===== src/rtl/spp_pkg.sv =====
package spp_pkg;

  typedef enum logic {
    BEAT_LO = 1'b0,
    BEAT_HI = 1'b1
  } beat_e;

  // Bytes from addr up to the end of its line (line is a power of two).
  function automatic logic [63:0] bytes_to_line_end(input logic [63:0] addr,
                                                    input logic [63:0] line);
    return line - (addr & (line - 64'd1));
  endfunction

  // Base address of the line that follows the one holding addr.
  function automatic logic [63:0] next_line_base(input logic [63:0] addr,
                                                 input logic [63:0] line);
    return (addr & ~(line - 64'd1)) + line;
  endfunction

endpackage


===== src/rtl/spp_gate.sv =====
module spp_gate #(
  parameter int NPORTS = 2,
  parameter int PUW    = 2,
  parameter int SW     = 4
) (
  input  logic           wr_valid,
  input  logic [SW-1:0]  wr_size,
  input  logic           is_pf,
  input  logic           uncached,
  input  logic           mmreg,
  input  logic [PUW-1:0] ports_used,
  input  logic           pkt_pending,
  input  logic           cache_blocked,
  input  logic           hi_busy,
  output logic           gate_ok,
  output logic           room_for_hi
);
  logic port_free;
  logic attr_ok;

  always_comb begin
    port_free   = 32'(ports_used) < 32'(NPORTS);
    room_for_hi = (32'(ports_used) + 32'd1) < 32'(NPORTS);
    attr_ok     = (wr_size != '0) && !is_pf && !uncached && !mmreg;
    gate_ok     = wr_valid && !hi_busy && port_free && !pkt_pending &&
                  !cache_blocked && attr_ok;
  end
endmodule


===== src/rtl/spp_beat.sv =====
module spp_beat #(
  parameter int AW         = 32,
  parameter int SW         = 4,
  parameter int IW         = 4,
  parameter int LINE_BYTES = 64
) (
  input  logic          clk,
  input  logic          rst,
  input  logic          gate_ok,
  input  logic          room_for_hi,
  input  logic [AW-1:0] wr_addr,
  input  logic [SW-1:0] wr_size,
  input  logic          wr_split,
  input  logic [IW-1:0] wr_idx,
  input  logic          req_ready,
  output logic          req_valid,
  output logic [AW-1:0] req_addr,
  output logic [SW-1:0] req_size,
  output logic [IW-1:0] req_idx,
  output logic          req_hi,
  output logic          hi_busy,
  output logic          evt_accept,
  output logic          evt_reject
);
  import spp_pkg::*;

  localparam logic [63:0] LINE = 64'(LINE_BYTES);

  logic          hi_q;
  logic [AW-1:0] hi_addr_q;
  logic [SW-1:0] hi_size_q;
  logic [IW-1:0] hi_idx_q;
  logic [SW-1:0] lo_size;
  logic [AW-1:0] hi_addr_d;
  logic [SW-1:0] hi_size_d;
  logic          hi_arm;
  beat_e         kind;

  always_comb begin
    lo_size   = wr_split ? SW'(bytes_to_line_end(64'(wr_addr), LINE)) : wr_size;
    hi_addr_d = AW'(next_line_base(64'(wr_addr), LINE));
    hi_size_d = wr_size - lo_size;
    hi_arm    = gate_ok && wr_split && req_ready && room_for_hi;
    kind      = hi_q ? BEAT_HI : BEAT_LO;
  end

  always_ff @(posedge clk) begin
    if (rst) begin
      hi_q      <= 1'b0;
      hi_addr_q <= '0;
      hi_size_q <= '0;
      hi_idx_q  <= '0;
    end else begin
      hi_q <= hi_arm;
      if (hi_arm) begin
        hi_addr_q <= hi_addr_d;
        hi_size_q <= hi_size_d;
        hi_idx_q  <= wr_idx;
      end
    end
  end

  always_comb begin
    req_valid  = gate_ok || hi_q;
    req_hi     = (kind == BEAT_HI);
    req_addr   = hi_q ? hi_addr_q : wr_addr;
    req_size   = hi_q ? hi_size_q : lo_size;
    req_idx    = hi_q ? hi_idx_q  : wr_idx;
    hi_busy    = hi_q;
    evt_accept = req_valid && req_ready;
    evt_reject = req_valid && !req_ready;
  end
endmodule


===== src/rtl/spp_evcnt.sv =====
module spp_evcnt #(
  parameter int CNT_W = 32
) (
  input  logic             clk,
  input  logic             rst,
  input  logic             inc,
  output logic [CNT_W-1:0] count
);
  always_ff @(posedge clk) begin
    if (rst)                     count <= '0;
    else if (inc && count != '1) count <= count + CNT_W'(1);
  end
endmodule


===== src/rtl/spp_issuer.sv =====
module spp_issuer #(
  parameter int AW         = 32,
  parameter int SW         = 4,
  parameter int IW         = 4,
  parameter int NPORTS     = 2,
  parameter int LINE_BYTES = 64,
  parameter int CNT_W      = 32,
  localparam int PUW       = $clog2(NPORTS + 1)
) (
  input  logic             clk,
  input  logic             rst,
  input  logic             st_wr_valid,
  input  logic [AW-1:0]    st_wr_addr,
  input  logic [SW-1:0]    st_wr_size,
  input  logic             st_wr_split,
  input  logic [IW-1:0]    st_wr_idx,
  input  logic             st_is_pf,
  input  logic             st_uncached,
  input  logic             st_mmreg,
  input  logic [PUW-1:0]   ports_used,
  input  logic             pkt_pending,
  input  logic             cache_blocked,
  output logic             req_valid,
  input  logic             req_ready,
  output logic [AW-1:0]    req_addr,
  output logic [SW-1:0]    req_size,
  output logic [IW-1:0]    req_idx,
  output logic             req_hi,
  output logic [CNT_W-1:0] cnt_sent,
  output logic [CNT_W-1:0] cnt_dropped
);
  logic gate_ok;
  logic room_for_hi;
  logic hi_busy;
  logic evt_accept;
  logic evt_reject;
  logic [1:0]       evt_vec;
  logic [CNT_W-1:0] cnt_vec [2];

  spp_gate #(.NPORTS(NPORTS), .PUW(PUW), .SW(SW)) gate_i (
    .wr_valid      (st_wr_valid),
    .wr_size       (st_wr_size),
    .is_pf         (st_is_pf),
    .uncached      (st_uncached),
    .mmreg         (st_mmreg),
    .ports_used    (ports_used),
    .pkt_pending   (pkt_pending),
    .cache_blocked (cache_blocked),
    .hi_busy       (hi_busy),
    .gate_ok       (gate_ok),
    .room_for_hi   (room_for_hi)
  );

  spp_beat #(.AW(AW), .SW(SW), .IW(IW), .LINE_BYTES(LINE_BYTES)) beat_i (
    .clk         (clk),
    .rst         (rst),
    .gate_ok     (gate_ok),
    .room_for_hi (room_for_hi),
    .wr_addr     (st_wr_addr),
    .wr_size     (st_wr_size),
    .wr_split    (st_wr_split),
    .wr_idx      (st_wr_idx),
    .req_ready   (req_ready),
    .req_valid   (req_valid),
    .req_addr    (req_addr),
    .req_size    (req_size),
    .req_idx     (req_idx),
    .req_hi      (req_hi),
    .hi_busy     (hi_busy),
    .evt_accept  (evt_accept),
    .evt_reject  (evt_reject)
  );

  assign evt_vec = {evt_reject, evt_accept};

  for (genvar g = 0; g < 2; g++) begin : g_cnt
    spp_evcnt #(.CNT_W(CNT_W)) cnt_i (
      .clk   (clk),
      .rst   (rst),
      .inc   (evt_vec[g]),
      .count (cnt_vec[g])
    );
  end

  assign cnt_sent    = cnt_vec[0];
  assign cnt_dropped = cnt_vec[1];
endmodule


===== config.mk =====
export PLATFORM = sky130hd
export DESIGN_NAME = spp_issuer
export DESIGN_NICKNAME = d
export VERILOG_FILES = /design/src/rtl/spp_pkg.sv /design/src/rtl/spp_gate.sv /design/src/rtl/spp_beat.sv /design/src/rtl/spp_evcnt.sv /design/src/rtl/spp_issuer.sv
export SDC_FILE = /design/constraint.sdc
export NUM_CORES = 1
export LEC_CHECK = 0
export BUFFER_PORTS_ARGS = -buffer_cell sky130_fd_sc_hd__buf_2
export CAP_MARGIN = 30
export CORE_MARGIN = 2
export CORE_UTILIZATION = 50
export DETAILED_ROUTE_END_ITERATION = 6
export GPL_ROUTABILITY_DRIVEN = 1
export PLACE_DENSITY = 0.87
export REMOVE_ABC_BUFFERS = 1
export SKIP_LAST_GASP = 1
export SLEW_MARGIN = 10
export SYNTH_ARGS = -nofsm -noshare
export SYNTH_HDL_FRONTEND = slang
export SYNTH_HIERARCHICAL = 1
export SYNTH_SLANG_ARGS = --single-unit

===== constraint.sdc =====
create_clock -name clk -period 3.83 [get_ports clk]
set_input_delay 0.766 -clock clk [delete_from_list [all_inputs] [get_ports clk]]
set_output_delay 0.766 -clock clk [all_outputs]
set_load 0.01 [all_outputs]

* Yosys cells after proc, flatten, opt, wreduce, memory -nomap -nowiden
Cells that the tools add are included.
** Storage, ports and cells
- Output and inout bits :: 106
- Logic and storage cells :: 45
- Input bits :: 52
- Flip-flop bits (word level) :: 105
** Cells by class
- Add/sub/neg operators :: 6
- $lt $le $gt $ge :: 2
- Reductions and logical operators :: 24
- Equal/unequal tests :: 2
- Multiplexer cells :: 5
** Operators with widths (count)
- adder 32 x 1 -> 32 bit, second input constant :: 2
- != test 32 bit, second input constant :: 2
- adder 32 x 7 -> 32 bit, second input constant :: 1
- less-than comparator 32 x 2 -> 1 bit, second input constant :: 1
- 2-to-1 mux 32 bit :: 1
- logical AND 1 bit :: 15
- 2-to-1 mux 4 bit :: 3
- logical NOT 1 bit :: 7
- nonzero test 4 bit :: 1
- subtractor 1 x 4 -> 4 bit, first input constant :: 1
- subtractor 4 bit :: 1
- adder 2 x 1 -> 3 bit, second input constant :: 1
- less-than comparator 2 bit, second input constant :: 1
- logical OR 1 bit :: 1
- 2-to-1 mux 1 bit :: 1

* Longest topological paths before layout
- Depth after elaboration :: 9
- Gate-level depth with buffers :: 9
- Gate-level depth less buffers :: 9

* Cells and area by module
The synthesis kept the hierarchy.
** By module, submodules not included
- spp_evcnt :: sequential area each 640.6 um2, cells an instance 199, instances 2, area each 1674.1 um2
- spp_beat :: sequential area each 700.7 um2, cells an instance 284, instances 1, area each 2366.0 um2
- spp_gate :: sequential area each 0.0 um2, cells an instance 5, instances 1, area each 32.5 um2

* Worst setup path after synthesis
OpenSTA, ideal clock, no wires.
- Path type :: input-to-reg
- Start :: in pkt_pending
- End :: reg g_cnt[1].cnt_i.count[31]
- Arrival :: 3.445 ns
- Required time :: 3.709 ns
- Path buffers :: 0
- Slack :: 0.264 ns
- Cell stages on the path :: 9
- Library setup time :: 0.121 ns
- Cells stage by stage :: or4b_1 > nor3_1 > or2_2 > nor2b_1 > nand4_1 > nor4_2 > nand4_1 > nor4_1 > mux2_2
** On the way
- Word-level cells in the longest chain between the ends :: 7
** RTL lines
- from (decl) :: RTL line spp_issuer.sv:21 : input logic pkt_pending,
- logical NOT 1 bit :: RTL line spp_gate.sv:25 : gate_ok = wr_valid && !hi_busy && port_free && !pkt_pending &&
- logical AND 1 bit (2 in a row) :: RTL line spp_gate.sv:25
- logical AND 1 bit :: RTL line spp_gate.sv:26 : !cache_blocked && attr_ok;
- named net gate_ok :: RTL line spp_issuer.sv:32 : logic gate_ok;
- logical OR 1 bit :: RTL line spp_beat.sv:64 : req_valid = gate_ok || hi_q;
- named net req_valid :: RTL line spp_issuer.sv:23 : output logic req_valid,
- logical AND 1 bit :: RTL line spp_beat.sv:71 : evt_reject = req_valid && !req_ready;
- named net evt_reject :: RTL line spp_issuer.sv:36 : logic evt_reject;
- logical AND 1 bit :: RTL line spp_evcnt.sv:11 : else if (inc && count != '1) count <= count + CNT_W'(1);
- to (signal assigned) :: RTL line spp_evcnt.sv:11
- to (decl) :: RTL line spp_evcnt.sv:7 : output logic [CNT_W-1:0] count
The timed path passes the listed nets, and every way through them passes these cells.
A chain may end at the register's enable or synchronous reset.

* Final worst setup path
- Start :: in st_uncached
- End :: reg g_cnt[1].cnt_i.count[25]
** On the way
- Word-level cells in the longest chain between the ends :: 7
** RTL lines
- from (decl) :: RTL line spp_issuer.sv:18 : input logic st_uncached,
- logical NOT 1 bit :: RTL line spp_gate.sv:24 : attr_ok = (wr_size != '0) && !is_pf && !uncached && !mmreg;
- logical AND 1 bit (2 in a row) :: RTL line spp_gate.sv:24
- logical AND 1 bit :: RTL line spp_gate.sv:26
- named net gate_ok :: RTL line spp_issuer.sv:32
- logical OR 1 bit :: RTL line spp_beat.sv:64
- logical AND 1 bit :: RTL line spp_beat.sv:71
- named net evt_reject :: RTL line spp_issuer.sv:36
- logical AND 1 bit :: RTL line spp_evcnt.sv:11
The timed path passes the listed nets, and every way through them passes these cells.

==> results.md <==
- WP data arrival: between 3000 and 4000 ps
- Fmax achieved: 297 MHz
- Post-synth EDFFs: 0
- Crit path max fanout: 5
- Skew final: 7.89 ps
- Buffers on Ports: around 160
- Clock buffer count from CTS: 9
- Worst-Margin Slew: between 500 and 600 ps
- XOR/XNOR Fraction of Synth Area: 0.0481
- Drt initial violations: around 520
- CP Capture Type: register
- Die width: 111 um
- Worst-Skew Late Latency: 350 ps
- Post-cts gate resize count: 0
- Routed WL: roughly 15 mm
- Leakage: approximately 0.0025 uW
- Die Y-Extent: around 110 um
- Clock H-tree levels: 3
- Routability-driven placement congestion ratio: approximately 0.84
- P&R area growth vs syn: 20.8%
- All-Layer GR Usage: 0.226
- Vias per inst: 6.02
- Vias: between 5000 and 6000
- Simple-Gate Fraction of Synth Area: 0.299
- Cell Area, Synth: around 5700 um^2
- Aggregate global routing overflow: 0
- PnR Total Power: 2100 uW
- Slew headroom: 0.603
- R2R cell count: 10
- Fin crit share: 0.879
- Worst reg2reg setup slack: 650 ps
- Pin count of the biggest net entering global routing: between 50 and 60
- Hpwl dp: around 11 mm
- Ys async rst share: 0
- Synth unique cells: slightly above 50
- WL/cell: about 15 um
- Status: complete, no violations
- Die area: roughly 12000 um^2
- Fin nets: about 880
- Main combinational cell family by area after synthesis: simple AND/OR/NAND/NOR gates
- Layout cell share with drive strength beyond 1: 0.285
- Critical Path RT: between 4000 and 5000 ps
- Num rows: 39
- Vias in the first global route: just under 5000
- PD cells: a little over 300 nW/um^2
- RSZ-0062 raised after global routing: false
- Clock tree sinks: 99
- Final Critical Period: around 3400 ps
- Postcts setup bufs: 0
- Final TNS setup: 0 ps
- Commonest non-fill, non-tap cell in the layout: buf_2
- Mux share of post-synthesis cell area: 0.0751
- Hold path endpoint: beat_i/hi_idx_q[1]$_SDFFE_PP0P_
- CTS max path bufs: 2
- Worst vdd ir: ~220 uV
- Final setup viols: 0
- Fin. Hold Viols: 0
- Synth Area in Adders: 0.0152
- Critical path class: input port to register
- Root Buffer: clkbuf_16
- CTS tree: done
- Clock transition at path regs: 70 ps
- Hold_ws: 451 ps
- Drt pass-1 iters: 5
- Maxcap violations: 0
- R2r startpoint: beat_i/hi_busy$_SDFF_PP0_
- Syn. warnings: 6
- Routed Antenna Nets: 0
- Top_reg_cell synth: dfxtp_1
- FF-to-FF End: g_cnt[1].cnt_i/count[25]$_SDFFE_PP0P_
- Pins Over Slew Limit: 0
- Initial core utilization: 0.508
- Initial antenna violation count: 1
- Hold path cells: 2
- Register area share after synthesis: 0.345
- # diodes: 0
- Fillers: about 1000
- I/O pin count: ~160
- Synthesis-stage register bit count: 99
- Beginning of the worst hold path: beat_i/hi_idx_q[1]$_SDFFE_PP0P_
- First-pass GRT wire length: 23.6 mm
- Cells after Synth: 687
- Synth Area in Compound Gates: 0.178
- CORE AREA: 11300 um^2
- Worst hold path class: register to register
- DRC viols: 0
- Most frequent cells in the layout: buf_2, dfxtp_1, nor2_1
- Hold-fix buffers, CTS: 0
- Worst setup SP type: input port
- Synthesized area per cell: ~8.4 um^2
## worst max path at each step
stage,endpoint,startpoint
finish,g_cnt[1].cnt_i/count[25]$_SDFFE_PP0P_,st_uncached
global route,g_cnt[1].cnt_i/count[25]$_SDFFE_PP0P_,st_uncached
CTS,g_cnt[1].cnt_i/count[29]$_SDFFE_PP0P_,st_uncached
detailed placement,g_cnt[1].cnt_i/count[29]$_SDFFE_PP0P_,st_uncached
global placement,g_cnt[1].cnt_i/count[29]$_SDFFE_PP0P_,st_uncached
floorplan,g_cnt[1].cnt_i/count[31]$_SDFFE_PP0P_,beat_i/hi_busy$_SDFF_PP0_
## report_power, final
group	internal (uW)	leakage, uW	switching (uW)	total [uW]
registers	1030	0.000797	0.236	1030
clock network	504	0.000128	392	896
logic	77.9	0.00158	100	178
## final cells by class
class | count | area [um^2] | share of cell area
timing repair buffer | 170 | 898 | 0.129
multi-input combinational | 534 | 3550 | 0.512
clock inverter | 4 | 52.6 | 0.00757
sequential | 99 | 1980 | 0.286
clock buffer | 11 | 233 | 0.0335
inverter | 11 | 41.3 | 0.00595
tap | 143 | 179 | 0.0258
## per-layer routing
layer	GRT usage	routed length [um]
met3	0.0459	1150
met5	0	0
met2	0.376	6840
met1	0.293	6510
met4	0.0782	211
## worst max-delay path, cell delays in order
cell	delay [ps]
buf_2	100
or4_1	510
nor3_1	370
or2_2	200
nor2b_1	350
nand4_1	190
nor4_2	300
buf_4	190
nand3_1	80
or4_1	410
a21oi_1	160
## cell families after synthesis
logic type,Yosys count
AO/OA/AOI/OAI,154
AND/OR/NAND/NOR,304
adder cells (fa/ha/maj),7
flip-flops,99
multiplexers,39
buffers and inverters,54
XOR/XNOR,30
## stage by stage
stage | worst slack, ps | utilization | std cells | area [um^2]
2_1_floorplan | 103 | - | 644 | 5560
3_5_place_dp | 158 | 0.588 | 957 | 6660
3_3_place_gp | 217 | 0.588 | 957 | 6660
4_1_cts | 504 | 0.613 | 972 | 6940
5_1_grt | 210 | 0.613 | 972 | 6940
6_report | 465 | 0.613 | 972 | 6940
## registers in the layout (all words and copies together), names as in the netlist
signal	count
g_cnt.cnt_i/count	64
beat_i/hi_addr_q	26
beat_i/hi_idx_q	4
beat_i/hi_size_q	4
beat_i/hi_busy	1
## cell usage after synthesis (9+ instances only)
master	n	area [um^2]
nor4_1	11	68.8
mux2_2	31	349
or3_1	24	150
a311oi_1	13	114
a211oi_1	16	120
inv_1	11	41.3
and4_1	12	105
xor2_1	9	78.8
nand3_1	34	170
nor2b_1	9	56.3
clkbuf_1	30	113
or4_1	33	248
nand4_1	27	169
a21oi_1	52	260
o21ai_0	26	130
o31ai_1	32	240
xnor2_1	20	175
nand2_1	48	180
and3_1	9	56.3
dfxtp_1	99	1980
nor2_1	59	221
Power figures use the tool's default switching activity.
